## src/rtl/parity_pkg.sv

```systemverilog
package parity_pkg;

  typedef enum logic [1:0] {
    PM_OFF  = 2'b00,
    PM_MID  = 2'b01,
    PM_HIGH = 2'b10,
    PM_RSVD = 2'b11
  } parMode_e;

  // strobes from control to datapath
  typedef struct packed {
    logic chkEn;       // transmit check active
    logic genEn;       // receive generation active, pad enabled
    logic ctlCover;    // transmit control bits in coverage
    logic statLoCover; // low receive status bits in coverage
    logic statHiCover; // top receive status bit in coverage
  } parStrobe_t;

endpackage

```

## src/rtl/parity_ctrl.sv

```systemverilog
module parity_ctrl
  import parity_pkg::*;
(
  input  logic [1:0] modeSel,
  input  logic       codecBypass,
  output parStrobe_t stb
);

  parMode_e mode;
  assign mode = parMode_e'(modeSel);

  always_comb begin
    stb = '0;
    unique case (mode)
      PM_MID: begin
        stb.chkEn       = 1'b1;
        stb.genEn       = 1'b1;
        stb.ctlCover    = codecBypass;
        stb.statLoCover = codecBypass;
        stb.statHiCover = 1'b0;
      end
      PM_HIGH: begin
        stb.chkEn       = 1'b1;
        stb.genEn       = 1'b1;
        stb.ctlCover    = 1'b1;
        stb.statLoCover = 1'b1;
        stb.statHiCover = 1'b1;
      end
      default: stb = '0;  // off and reserved code
    endcase
  end

endmodule

```

## src/rtl/parity_path.sv

```systemverilog
module parity_path
  import parity_pkg::*;
#(
  parameter int DATA_W = 8,
  parameter int CTL_W  = 2,
  parameter int STAT_W = 3
) (
  input  logic              clk,
  input  logic              rstN,
  input  parStrobe_t        stb,
  input  logic              txValid,
  input  logic [DATA_W-1:0] txData,
  input  logic [CTL_W-1:0]  txCtl,
  input  logic              txPar,
  input  logic              rxValid,
  input  logic [DATA_W-1:0] rxData,
  input  logic [STAT_W-1:0] rxStat,
  output logic              txParErr,
  output logic              rxValidQ,
  output logic [DATA_W-1:0] rxDataQ,
  output logic [STAT_W-1:0] rxStatQ,
  output logic              rxParOut,
  output logic              rxParOe
);

  localparam int STAT_LO_W = CTL_W;
  localparam int STAT_HI_W = STAT_W - STAT_LO_W;

  logic [CTL_W-1:0]  ctlMask;
  logic [STAT_W-1:0] statMask;
  logic              txOdd;
  logic              rxGen;

  assign ctlMask  = {CTL_W{stb.ctlCover}};
  assign statMask = {{STAT_HI_W{stb.statHiCover}}, {STAT_LO_W{stb.statLoCover}}};

  assign txOdd = (^txData) ^ (^(txCtl & ctlMask)) ^ txPar;
  assign rxGen = ~((^rxData) ^ (^(rxStat & statMask)));

  always_ff @(posedge clk or negedge rstN) begin
    if (!rstN) begin
      txParErr <= 1'b0;
      rxValidQ <= 1'b0;
      rxDataQ  <= '0;
      rxStatQ  <= '0;
      rxParOut <= 1'b0;
    end else begin
      txParErr <= txValid & stb.chkEn & ~txOdd;
      rxValidQ <= rxValid;
      rxDataQ  <= rxData;
      rxStatQ  <= rxStat;
      rxParOut <= stb.genEn & rxGen;
    end
  end

  assign rxParOe = stb.genEn;

endmodule

```

## src/rtl/odd_parity_unit.sv

```systemverilog
module odd_parity_unit
  import parity_pkg::*;
#(
  parameter int DATA_W = 8,
  parameter int CTL_W  = 2,
  parameter int STAT_W = 3
) (
  input  logic              clk,
  input  logic              rstN,
  input  logic [1:0]        modeSel,
  input  logic              codecBypass,
  input  logic              txValid,
  input  logic [DATA_W-1:0] txData,
  input  logic [CTL_W-1:0]  txCtl,
  input  logic              txPar,
  input  logic              rxValid,
  input  logic [DATA_W-1:0] rxData,
  input  logic [STAT_W-1:0] rxStat,
  output logic              txParErr,
  output logic              rxValidQ,
  output logic [DATA_W-1:0] rxDataQ,
  output logic [STAT_W-1:0] rxStatQ,
  output logic              rxParOut,
  output logic              rxParOe
);

  parStrobe_t stb;

  parity_ctrl u_ctrl (
    .modeSel     (modeSel),
    .codecBypass (codecBypass),
    .stb         (stb)
  );

  parity_path #(
    .DATA_W (DATA_W),
    .CTL_W  (CTL_W),
    .STAT_W (STAT_W)
  ) u_path (
    .clk      (clk),
    .rstN     (rstN),
    .stb      (stb),
    .txValid  (txValid),
    .txData   (txData),
    .txCtl    (txCtl),
    .txPar    (txPar),
    .rxValid  (rxValid),
    .rxData   (rxData),
    .rxStat   (rxStat),
    .txParErr (txParErr),
    .rxValidQ (rxValidQ),
    .rxDataQ  (rxDataQ),
    .rxStatQ  (rxStatQ),
    .rxParOut (rxParOut),
    .rxParOe  (rxParOe)
  );

endmodule

```

## config.mk

```make
export PLATFORM = sky130hd
export DESIGN_NAME = odd_parity_unit
export DESIGN_NICKNAME = d
export VERILOG_FILES = /design/src/rtl/parity_pkg.sv /design/src/rtl/parity_ctrl.sv /design/src/rtl/parity_path.sv /design/src/rtl/odd_parity_unit.sv
export SDC_FILE = /design/constraint.sdc
export NUM_CORES = 1
export LEC_CHECK = 0
export ABC_AREA = 1
export BUFFER_PORTS_ARGS = -buffer_cell sky130_fd_sc_hd__buf_2
export CORE_MARGIN = 5
export CORE_UTILIZATION = 43
export DETAILED_ROUTE_END_ITERATION = 10
export GPL_TIMING_DRIVEN = 0
export HOLD_SLACK_MARGIN = 0.1
export PLACE_DENSITY = 0.77
export SYNTH_ARGS = -nofsm -noshare
export SYNTH_HDL_FRONTEND = slang
export SYNTH_SLANG_ARGS = --single-unit
export TNS_END_PERCENT = 1
```

## constraint.sdc

```tcl
create_clock -name clk -period 0.82 [get_ports clk]
set_clock_uncertainty 0.15 [all_clocks]
set_input_delay 0.164 -clock clk [delete_from_list [all_inputs] [get_ports clk]]
set_output_delay 0.164 -clock clk [all_outputs]
set_load 0.005 [all_outputs]
```

## Word level (Yosys, flattened, before mapping)

Cells that the tools add are included.

- Flip-flop bits (word level): 14
- Input bits: 29
- Logic and storage cells: 22

- Equal/unequal tests: 2
- Mux-type cells: 1
- Bitwise gates (word level): 10
- Reductions and logical operators: 4

Operators by type and width:

| kind | count |
|---|---|
| 8-bit parity | 2 |
| 5-bit case mux with 2 select lines | 1 |
| 1-bit AND | 3 |
| 3-bit AND | 1 |
| 3-bit parity | 1 |
| 1-bit bitwise XOR | 3 |
| 2-bit AND | 1 |
| 2-bit by 1-bit == test with 1-bit output, second input constant | 1 |
| 2-bit == test, second input constant | 1 |
| 1-bit NOT | 2 |
| 2-bit parity | 1 |

## Longest topological paths before layout

Gate-level depths: netlist of run 1.

- Depth in word-level cells: 8
- Mapped depth: 11

## Hierarchy

A second synthesis of run 1 with hierarchy kept.

- Cell total of the unflattened synthesis: 138
- Area, all modules: 894.6 µm²

By module, submodules not included:

| module | times used | cells an instance | area an instance (µm²) |
|---|---|---|---|
| parity_path | 1 | 127 | 814.5 |
| parity_ctrl | 1 | 11 | 80.1 |

## Least setup slack after synthesis of run 1

OpenSTA, ideal clock, no wires.

- Path kind: input to register
- From: input modeSel[0]
- To: register u_path.rxParOut
- Data arrival time: 992 ps
- Setup slack: -441 ps
- Stages: 8
- Path through: inv_1 ha_1 inv_2 nand2_1 o21bai_1 nand2_1 a21oi_1 nor2_1

- Elaborated cells on any way between the ends: 8

RTL lines:

| element | RTL line | source |
|---|---|---|
| start, declared | odd_parity_unit.sv:10 | `input logic [1:0] modeSel,` |
| 2-bit == test or 2-bit by 1-bit == test with 1-bit output (tied branches) | parity_ctrl.sv:14 | `unique case (mode)` |
| 5-bit case mux with 2 select lines (*) | parity_ctrl.sv:14 |  |
| named net rxParOe | odd_parity_unit.sv:24 | `output logic rxParOe` |
| 1-bit AND (*) | parity_path.sv:52 | `rxParOut <= stb.genEn & rxGen;` |
| end signal, assigned | parity_path.sv:52 |  |
| end, declared | parity_path.sv:22 | `output logic rxParOut,` |

Mark *: on every way through the listed nets, which the timed path passes. The rest lies on a longest branch.

## Final worst setup path of run 1

- From: register u_path.rxStatQ[2]
- To: output rxStatQ[2]

RTL lines:

| element | RTL line | source |
|---|---|---|
| start, declared | parity_path.sv:21 | `output logic [STAT_W-1:0] rxStatQ,` |
| start signal, assigned | parity_path.sv:51 | `rxStatQ <= rxStat;` |
| end, declared | odd_parity_unit.sv:22 | `output logic [STAT_W-1:0] rxStatQ,` |

No word-level cell between the ends.

==> impl_table.tex, run 1 <==
\begin{tabular}{lr}
\hline
Metric & Value \\
\hline
\multicolumn{2}{l}{\textbf{Final layout}} \\
\quad Final standard cell count with taps included and fillers excluded & 199 \\
\quad Final cell utilization of the core & 71.6\% \\
\quad Fill cells & 149 \\
\quad Post-layout instance area & 1280 µm² \\
\quad Total number of nets in the final design & 206 \\
\quad Fraction of layout instances using a drive strength above 1 & 32.8\% \\
\quad Area added between synthesis and finish & 54.9\% \\
\quad Antenna diode count & 0 \\
\multicolumn{2}{l}{\textbf{STA}} \\
\quad Post-layout worst setup margin & -0.282 ns \\
\quad Time the final worst path needs with I/O delays and setup & 1.10 ns \\
\quad Setup violations, final & 19 \\
\quad Hold Worst Slack & -0.113 ns \\
\quad Period utilisation layout & 134\% \\
\quad Actual transition at the worst max-transition pin & 0.305 ns \\
\quad Peak Freq & 907 MHz \\
\quad RSZ-0062 raised after global routing & true \\
\quad Sum of negative setup slack & -4.22 ns \\
\quad Final Max Slew Viols & 0 \\
\quad Hold Vio Cnt, Final & 3 \\
\quad Max-slew headroom & 79.6\% \\
\multicolumn{2}{l}{\textbf{Logic synthesis}} \\
\quad Complex-gate fraction of the synthesized area & 2.58\% \\
\quad Syn Std Cell Area & 825 µm² \\
\quad Number of storage elements in the synthesis netlist & 14 \\
\quad Share of the synthesized netlist area taken by xor and xnor gates & 11.7\% \\
\quad Syn\_nets & 147 \\
\quad Share of synthesized area spent on multiplexers & 0\% \\
\quad Synth warn & 0 \\
\quad Sequential share of the synthesized area & 42.5\% \\
\quad Area share of fa/ha/maj cells after synthesis & 3.03\% \\
\quad Area share of and/or/nand/nor cells after synthesis & 33.4\% \\
\quad Mean instance size in the synthesized netlist & 7.11 µm² \\
\quad Dominant combinational cell family by area after synthesis & simple AND/OR/NAND/NOR gates \\
\quad Gate Count Post-Synth & 116 \\
\quad Number of distinct standard cells referenced by the synthesized netlist & 13 \\
\multicolumn{2}{l}{\textbf{CTS}} \\
\quad Buffers inserted by post-CTS timing repair & 0 \\
\quad H-tree depth reported by CTS & 1 \\
\quad Number of clock buffers inserted by TritonCTS & 3 \\
\quad Number of buffers on the longest clock path & 2 \\
\quad Cell chosen for the clock root & clkbuf\_4 \\
\quad Clock Sink Count & 14 \\
\quad CTS clk-pin slew, worst paths & 0.09 ns \\
\quad Clock tree from TritonCTS & yes \\
\multicolumn{2}{l}{\textbf{Critical path}} \\
\quad Critical path peak fanout & 1 \\
\quad CP delay by family, top & flip-flops \\
\quad Setup crit start & u\_path.rxStatQ[2]\$\_DFF\_PN0\_ \\
\quad Critical setup path kind & reg -> out \\
\quad Critical-path cell list & buf\_2 \\
\quad Highest-delay cell along the critical path & dfrtp\_1 \\
\quad Data arrival time of the worst path & 0.79 ns \\
\quad Crit path launch type & register \\
\quad Endpoint type of the worst setup path & primary output \\
\quad Required time of the critical path & 0.51 ns \\
\quad Max stage delay on crit path & 0.38 ns \\
\quad CP bufs+invs & 1 \\
\multicolumn{2}{l}{\textbf{Route}} \\
\quad Total number of vias & 899 \\
\quad Number of DRC violations after detailed-routing iteration 0 & 6 \\
\quad Post-detailed-route wirelength per cell & 10.1 µm \\
\quad DR pass1 iterations & 2 \\
\quad Detailed Route WL & 2010 µm \\
\quad Vias per inst & 4.52 \\
\quad DRC violations left & 0 \\
\quad Antenna Violating Nets Remaining & 0 \\
\multicolumn{2}{l}{\textbf{Floorplanning}} \\
\quad X dimension of the die & 53.8 µm \\
\quad IO Count & 44 \\
\quad Number of standard-cell rows in the floorplan & 15 \\
\quad Placeable Area & 1780 µm² \\
\quad Initial core utilization & 46.2\% \\
\quad Die outline area & 2890 µm² \\
\quad Vertical extent of the die & 53.8 µm \\
\multicolumn{2}{l}{\textbf{Status}} \\
\quad Violations in the final reports & negative hold slack, negative setup slack \\
\quad Status & finished, violations left \\
\multicolumn{2}{l}{\textbf{Global routing}} \\
\quad Most congested layer reported by global routing & met2 \\
\quad Wire length of the first global-routing pass & 3140 µm \\
\quad Global-route usage over all layers & 14.9\% \\
\quad Initial antenna violation count & 0 \\
\quad Met2 Track Usage GR & 29.4\% \\
\quad Maximum number of pins on one net before global-route repair & 15 \\
\quad Total grt overflow & 0 \\
\quad Number of global-route vias before repair & 863 \\
\quad Grt met3 use & 1.94\% \\
\quad Met1 routing resource usage after global routing & 14.3\% \\
\multicolumn{2}{l}{\textbf{Place}} \\
\quad Number of buffer cells added on primary ports & 43 \\
\quad Dpl cell area & 1100 µm² \\
\quad Final RePlAce weighted congestion & 0.643 \\
\quad Placed insts & 184 \\
\quad Post-DP HPWL & 1500 µm \\
\multicolumn{2}{l}{\textbf{Power}} \\
\quad Proportion of power drawn by flip-flops and latches & 42.2\% \\
\quad Total power & 1.76 mW \\
\quad Peak ir drop on the vdd network & 768 µV \\
\quad Fraction of power spent switching nets & 28.6\% \\
\quad Power density over the cells & 1380 nW/µm² \\
\quad Combinational share of power & 29.4\% \\
\quad Clock power frac & 28.4\% \\
\quad Static leakage & 0.750 nW \\
\quad Pint & 1.25 mW \\
\quad Switching power summed over all nets & 503 µW \\
\multicolumn{2}{l}{\textbf{Hold path}} \\
\quad End of the worst hold path & u\_path.rxDataQ[1]\$\_DFF\_PN0\_ \\
\quad Hold WC Path Type & in -> reg \\
\quad Startpoint of the lowest-slack hold path & rxData[1] \\
\quad Hold Path Cell Cnt & 1 \\
\multicolumn{2}{l}{\textbf{Flow run}} \\
\quad Number of max-capacitance violations reported & 0 \\
\hline
\end{tabular}
## flip-flops by register name (all words and copies together) (netlist names)
name,flops
u_path.rxDataQ,8
u_path.rxValidQ,1
u_path.rxStatQ,3
u_path.rxParOut,1
u_path.txParErr,1
## cell usage after synthesis
cell | count | share of area (%)
xor2_1 | 4 | 4.2
nand3_1 | 4 | 2.4
xnor2_1 | 7 | 7.4
nand3b_1 | 1 | 0.91
dfrtp_1 | 14 | 42
o21bai_1 | 1 | 0.91
nand2_1 | 63 | 29
inv_2 | 3 | 1.4
ha_1 | 2 | 3.0
inv_1 | 12 | 5.5
nor2_1 | 3 | 1.4
a21oi_1 | 1 | 0.61
a21oi_2 | 1 | 1.1
## worst max path at each step
stage	end	slack, ns	cells after the start
floorplan	u_path.rxParOut$_DFF_PN0_	-0.29	9
global placement	u_path.rxParOut$_DFF_PN0_	-0.45	12
detailed placement	u_path.txParErr$_DFF_PN0_	-0.50	12
CTS	txParErr	-0.27	1
global route	rxParOut	-0.31	1
finish	rxStatQ[2]	-0.28	1
## layout make-up
type	count	area (µm²)	area share [%]
Clock buffer	4	36.3	2.84
Inverter	15	63.8	5.00
Multi-Input combinational cell	87	445	34.9
Sequential cell	14	350	27.4
Timing Repair Buffer	54	350	27.4
Tap cell	25	31.3	2.45
## power by group through the flow
| stage | sequential, mW | clock [mW] | combinational [mW] |
|---|---|---|---|
| 6_report | 0.742 | 0.498 | 0.517 |
| 5_1_grt | 0.745 | 0.534 | 0.593 |
| 4_1_cts | 0.742 | 0.495 | 0.497 |
| 3_5_place_dp | 0.756 | 0 | 0.449 |
| 3_3_place_gp | 0.755 | 0 | 0.430 |
| 2_1_floorplan | 0.765 | 0 | 0.244 |
## stage by stage
step / hold WS (ns) / setup WS [ns]
floorplan: -0.282 / -0.287
detailed placement: -0.0815 / -0.499
global placement: -0.0881 / -0.452
CTS: -0.114 / -0.274
finish: -0.113 / -0.282
global route: -0.109 / -0.307
## cell usage in the layout (no fill, tap or decap), types with 2 or more instances in the layout
cell,count
nand2_1,61
buf_2,40
dfrtp_1,14
inv_1,11
dlygate4sd3_1,10
xnor2_1,7
nand3_1,4
xor2_1,4
clkbuf_4,3
nor2_2,2
inv_2,2
buf_6,2
## repair_timing
item,CTS,global route
endpoints found under the hold margin,28,7
gates cloned,0,0
pin swaps,2,0
resized for setup,5,4
hold buffers,8,3
endpoints found under the setup margin,17,18
## cells by family after synthesis
family                     count (synthesis)
AOI/OAI and AO/OA                          3
adders and majority gates                  2
and+or+nand+nor                           71
DFF                                       14
xor gates and xnor gates                  11
buffers and inverters                     15
## metal layers
metal	wire length, µm	vias up
met5	0	-
met4	44	0
met3	140	6
met2	1070	32
met1	751	403
li1	-	458
Note: power is estimated with default switching activity, not from simulation.
==> run 2: changes to the inputs <==
CORE_ASPECT_RATIO = 0.8   (was not set)
==> run 2 against run 1 <==
  * The run still ends with negative hold slack, negative setup slack left
  * Global-route usage up 0.59 points
  * Count of clock-buffer cells in the layout down 1
  * Core utilization down 3.1 points
  * Non-clock buffer count up 1
  * Final cell count down 0.50%
  * First-iteration DRC count up 83%
  * Setup slack worse by 0.0025 ns
  * Power down 6.1%
  * Cell area down 0.39%
  * Critical endpoint unchanged
==> impl_table.tex, run 2 (same netlist as run 1, synthesis figures left out) <==
\begin{tabular}{lr}
\hline
Metric & Value \\
\hline
\multicolumn{2}{l}{\textbf{STA}} \\
\quad Setup violations, final & 18 (-1) \\
\quad Period utilisation layout & 135\% (+0.31 points) \\
\quad Peak Freq & 905 MHz (-0.23\%) \\
\quad Max-slew headroom & 79.2\% (-0.49 points) \\
\quad Actual transition at the worst max-transition pin & 0.313 ns (+0.00730 ns) \\
\quad Hold Worst Slack & -0.102 ns (+0.0111 ns) \\
\quad Post-layout worst setup margin & -0.285 ns (-0.00253 ns) \\
\quad RSZ-0062 raised after global routing & true \\
\quad Final Max Slew Viols & 0 (unchanged) \\
\quad Hold Vio Cnt, Final & 2 (-1) \\
\quad Time the final worst path needs with I/O delays and setup & 1.10 ns (+0.00253 ns) \\
\multicolumn{2}{l}{\textbf{Status}} \\
\quad Status & finished, violations left \\
\quad Violations in the final reports & negative hold slack, negative setup slack \\
\multicolumn{2}{l}{\textbf{CTS}} \\
\quad Cell chosen for the clock root & clkbuf\_4 \\
\quad Number of buffers on the longest clock path & 2 (unchanged) \\
\quad Buffers inserted by post-CTS timing repair & 0 (unchanged) \\
\quad Number of clock buffers inserted by TritonCTS & 3 (unchanged) \\
\quad Clock Sink Count & 14 (unchanged) \\
\quad Clock tree from TritonCTS & yes \\
\quad H-tree depth reported by CTS & 1 (unchanged) \\
\quad CTS clk-pin slew, worst paths & 0.08 ns (about the same) \\
\multicolumn{2}{l}{\textbf{Final layout}} \\
\quad Most used cells in the layout excluding fill and tap cells & nand2\_1 (61), buf\_2 (40), dfrtp\_1 (14) \\
\quad Largest register by flop count & u\_path.rxDataQ \\
\quad Total number of nets in the final design & 207 (+0.49\%) \\
\quad Area added between synthesis and finish & 54.3\% \\
\quad Fraction of layout instances using a drive strength above 1 & 31.0\% (-1.7 points) \\
\quad Antenna diode count & 0 (unchanged) \\
\quad Most common cell after layout, fill and taps aside & nand2\_1 \\
\quad Final standard cell count with taps included and fillers excluded & 198 (-0.50\%) \\
\quad Biggest registers after layout & u\_path.rxDataQ x8, u\_path.rxStatQ x3 \\
\quad Max reg flops & 8 (unchanged) \\
\quad Final cell utilization of the core & 68.5\% (-3.1 points) \\
\multicolumn{2}{l}{\textbf{Place}} \\
\quad Post-DP HPWL & 1610 µm (+7.5\%) \\
\quad Final RePlAce weighted congestion & 0.689 (+7.1\%) \\
\quad Number of buffer cells added on primary ports & 43 (unchanged) \\
\quad Placed insts & 183 (-0.54\%) \\
\multicolumn{2}{l}{\textbf{Critical path}} \\
\quad Critical path endpoint & rxStatQ[2] \\
\quad Setup crit start & u\_path.rxStatQ[2]\$\_DFF\_PN0\_ \\
\quad Critical path peak fanout & 1 (unchanged) \\
\quad Critical-path cell list & buf\_2 \\
\quad Required time of the critical path & 0.51 ns (about the same) \\
\quad Data arrival time of the worst path & 0.79 ns (about the same) \\
\quad Highest-delay cell along the critical path & dfrtp\_1 \\
\quad CP delay by family, top & flip-flops \\
\quad CP bufs+invs & 1 (unchanged) \\
\quad Crit path launch type & register \\
\quad Max stage delay on crit path & 0.39 ns (about the same) \\
\quad Number of stages on the worst setup path & 1 (unchanged) \\
\quad Endpoint type of the worst setup path & primary output \\
\quad Critical setup path kind & reg -> out \\
\multicolumn{2}{l}{\textbf{Flow run}} \\
\quad Number of max-capacitance violations reported & 0 (unchanged) \\
\multicolumn{2}{l}{\textbf{Floorplanning}} \\
\quad Vertical extent of the die & 49.2 µm (-8.6\%) \\
\quad Die outline area & 2900 µm² (+0.19\%) \\
\quad Number of standard-cell rows in the floorplan & 14 (-1) \\
\quad Initial core utilization & 44.4\% (-1.8 points) \\
\quad IO Count & 44 (unchanged) \\
\quad X dimension of the die & 59.0 µm (+9.6\%) \\
\quad Placeable Area & 1860 µm² (+4.1\%) \\
\multicolumn{2}{l}{\textbf{Global routing}} \\
\quad Total grt overflow & 0 (unchanged) \\
\quad Initial antenna violation count & 0 (unchanged) \\
\quad Global-route usage over all layers & 15.5\% (+0.59 points) \\
\quad Number of global-route vias before repair & 858 (-0.58\%) \\
\quad Wire length of the first global-routing pass & 3440 µm (+9.5\%) \\
\quad Maximum number of pins on one net before global-route repair & 15 (unchanged) \\
\multicolumn{2}{l}{\textbf{Route}} \\
\quad Detailed Route WL & 2100 µm (+4.5\%) \\
\quad DR pass1 iterations & 4 (+2) \\
\quad DRC violations left & 0 (unchanged) \\
\quad Post-detailed-route wirelength per cell & 10.6 µm (+5.0\%) \\
\quad Vias per inst & 4.58 (+1.3\%) \\
\quad Antenna Violating Nets Remaining & 0 (unchanged) \\
\quad Number of DRC violations after detailed-routing iteration 0 & 11 (+5) \\
\quad Total number of vias & 906 (+0.78\%) \\
\multicolumn{2}{l}{\textbf{Power}} \\
\quad Static leakage & 0.774 nW (+3.2\%) \\
\quad Peak ir drop on the vdd network & 795 µV (+3.5\%) \\
\quad Power density over the cells & 1300 nW/µm² (-5.8\%) \\
\quad Total power & 1.65 mW (-6.1\%) \\
\multicolumn{2}{l}{\textbf{Hold path}} \\
\quad Hold WC Path Type & in -> reg \\
\hline
\end{tabular}
==> run 2: cell count changes in the layout (fill, tap and decap cells not counted), sizes merged <==
| cell | previous run | this run |
|---|---|---|
| dlymetal6s4s | 1 | 4 |
| dlygate4sd3 | 10 | 8 |
| clkbuf | 4 | 3 |
==> run 2: worst min path at each step <==
| stage | startpoint | to | slack, ns | depth (start not counted) |
|---|---|---|---|---|
| after floorplan | rstN | u_path.rxDataQ[0]$_DFF_PN0_ | -0.28 | 0 |
| after global placement | rstN | u_path.rxValidQ$_DFF_PN0_ | -0.09 | 1 |
| after detailed placement | rstN | u_path.rxValidQ$_DFF_PN0_ | -0.08 | 1 |
| after CTS | rxData[2] | u_path.rxDataQ[2]$_DFF_PN0_ | -0.12 | 1 |
| after global routing | rxData[4] | u_path.rxDataQ[4]$_DFF_PN0_ | -0.11 | 1 |
| final | rxData[4] | u_path.rxDataQ[4]$_DFF_PN0_ | -0.10 | 1 |
==> run 2: layout make-up <==
cell class                 count  area (µm²)
inverter                      15        61.3
sequential                    14         350
clock buffer                   3        22.5
multi-input combinational     87         440
fill                         170         584
tap                           24        30.0
timing repair buffer          55         368
==> run 2: timing repair <==
action                                  CTS  global route
endpoints found under the setup margin   17            21
cloned                                    0             0
hold buffers                             10             2
hold endpoints to repair                 27             8
pin swaps                                 0             1
resized for setup                         2             7
==> run 2: power by group <==
group | internal (mW) | switching [mW]
Sequential | 0.732 | 0.0108
Clock | 0.170 | 0.216
Combinational | 0.253 | 0.266
==> run 2: stage by stage <==
stage / worst slack, ns / area (µm²) / TNS, ns
floorplan: -0.287 / 852 / -0.566
global placement: -0.464 / 1100 / -1.15
detailed placement: -0.528 / 1100 / -1.28
CTS: -0.277 / 1230 / -4.34
global route: -0.314 / 1270 / -4.81
finish: -0.285 / 1270 / -4.19
==> run 2: layer usage <==
layer,wire (µm),vias up,global-route usage [%],part of all wire (%)
li1,-,464,-,-
met1,790,402,16.3,38
met2,1080,34,28.1,51
met3,181,6,2.65,8.6
met4,53,0,9.06,2.5
met5,0,-,0,0
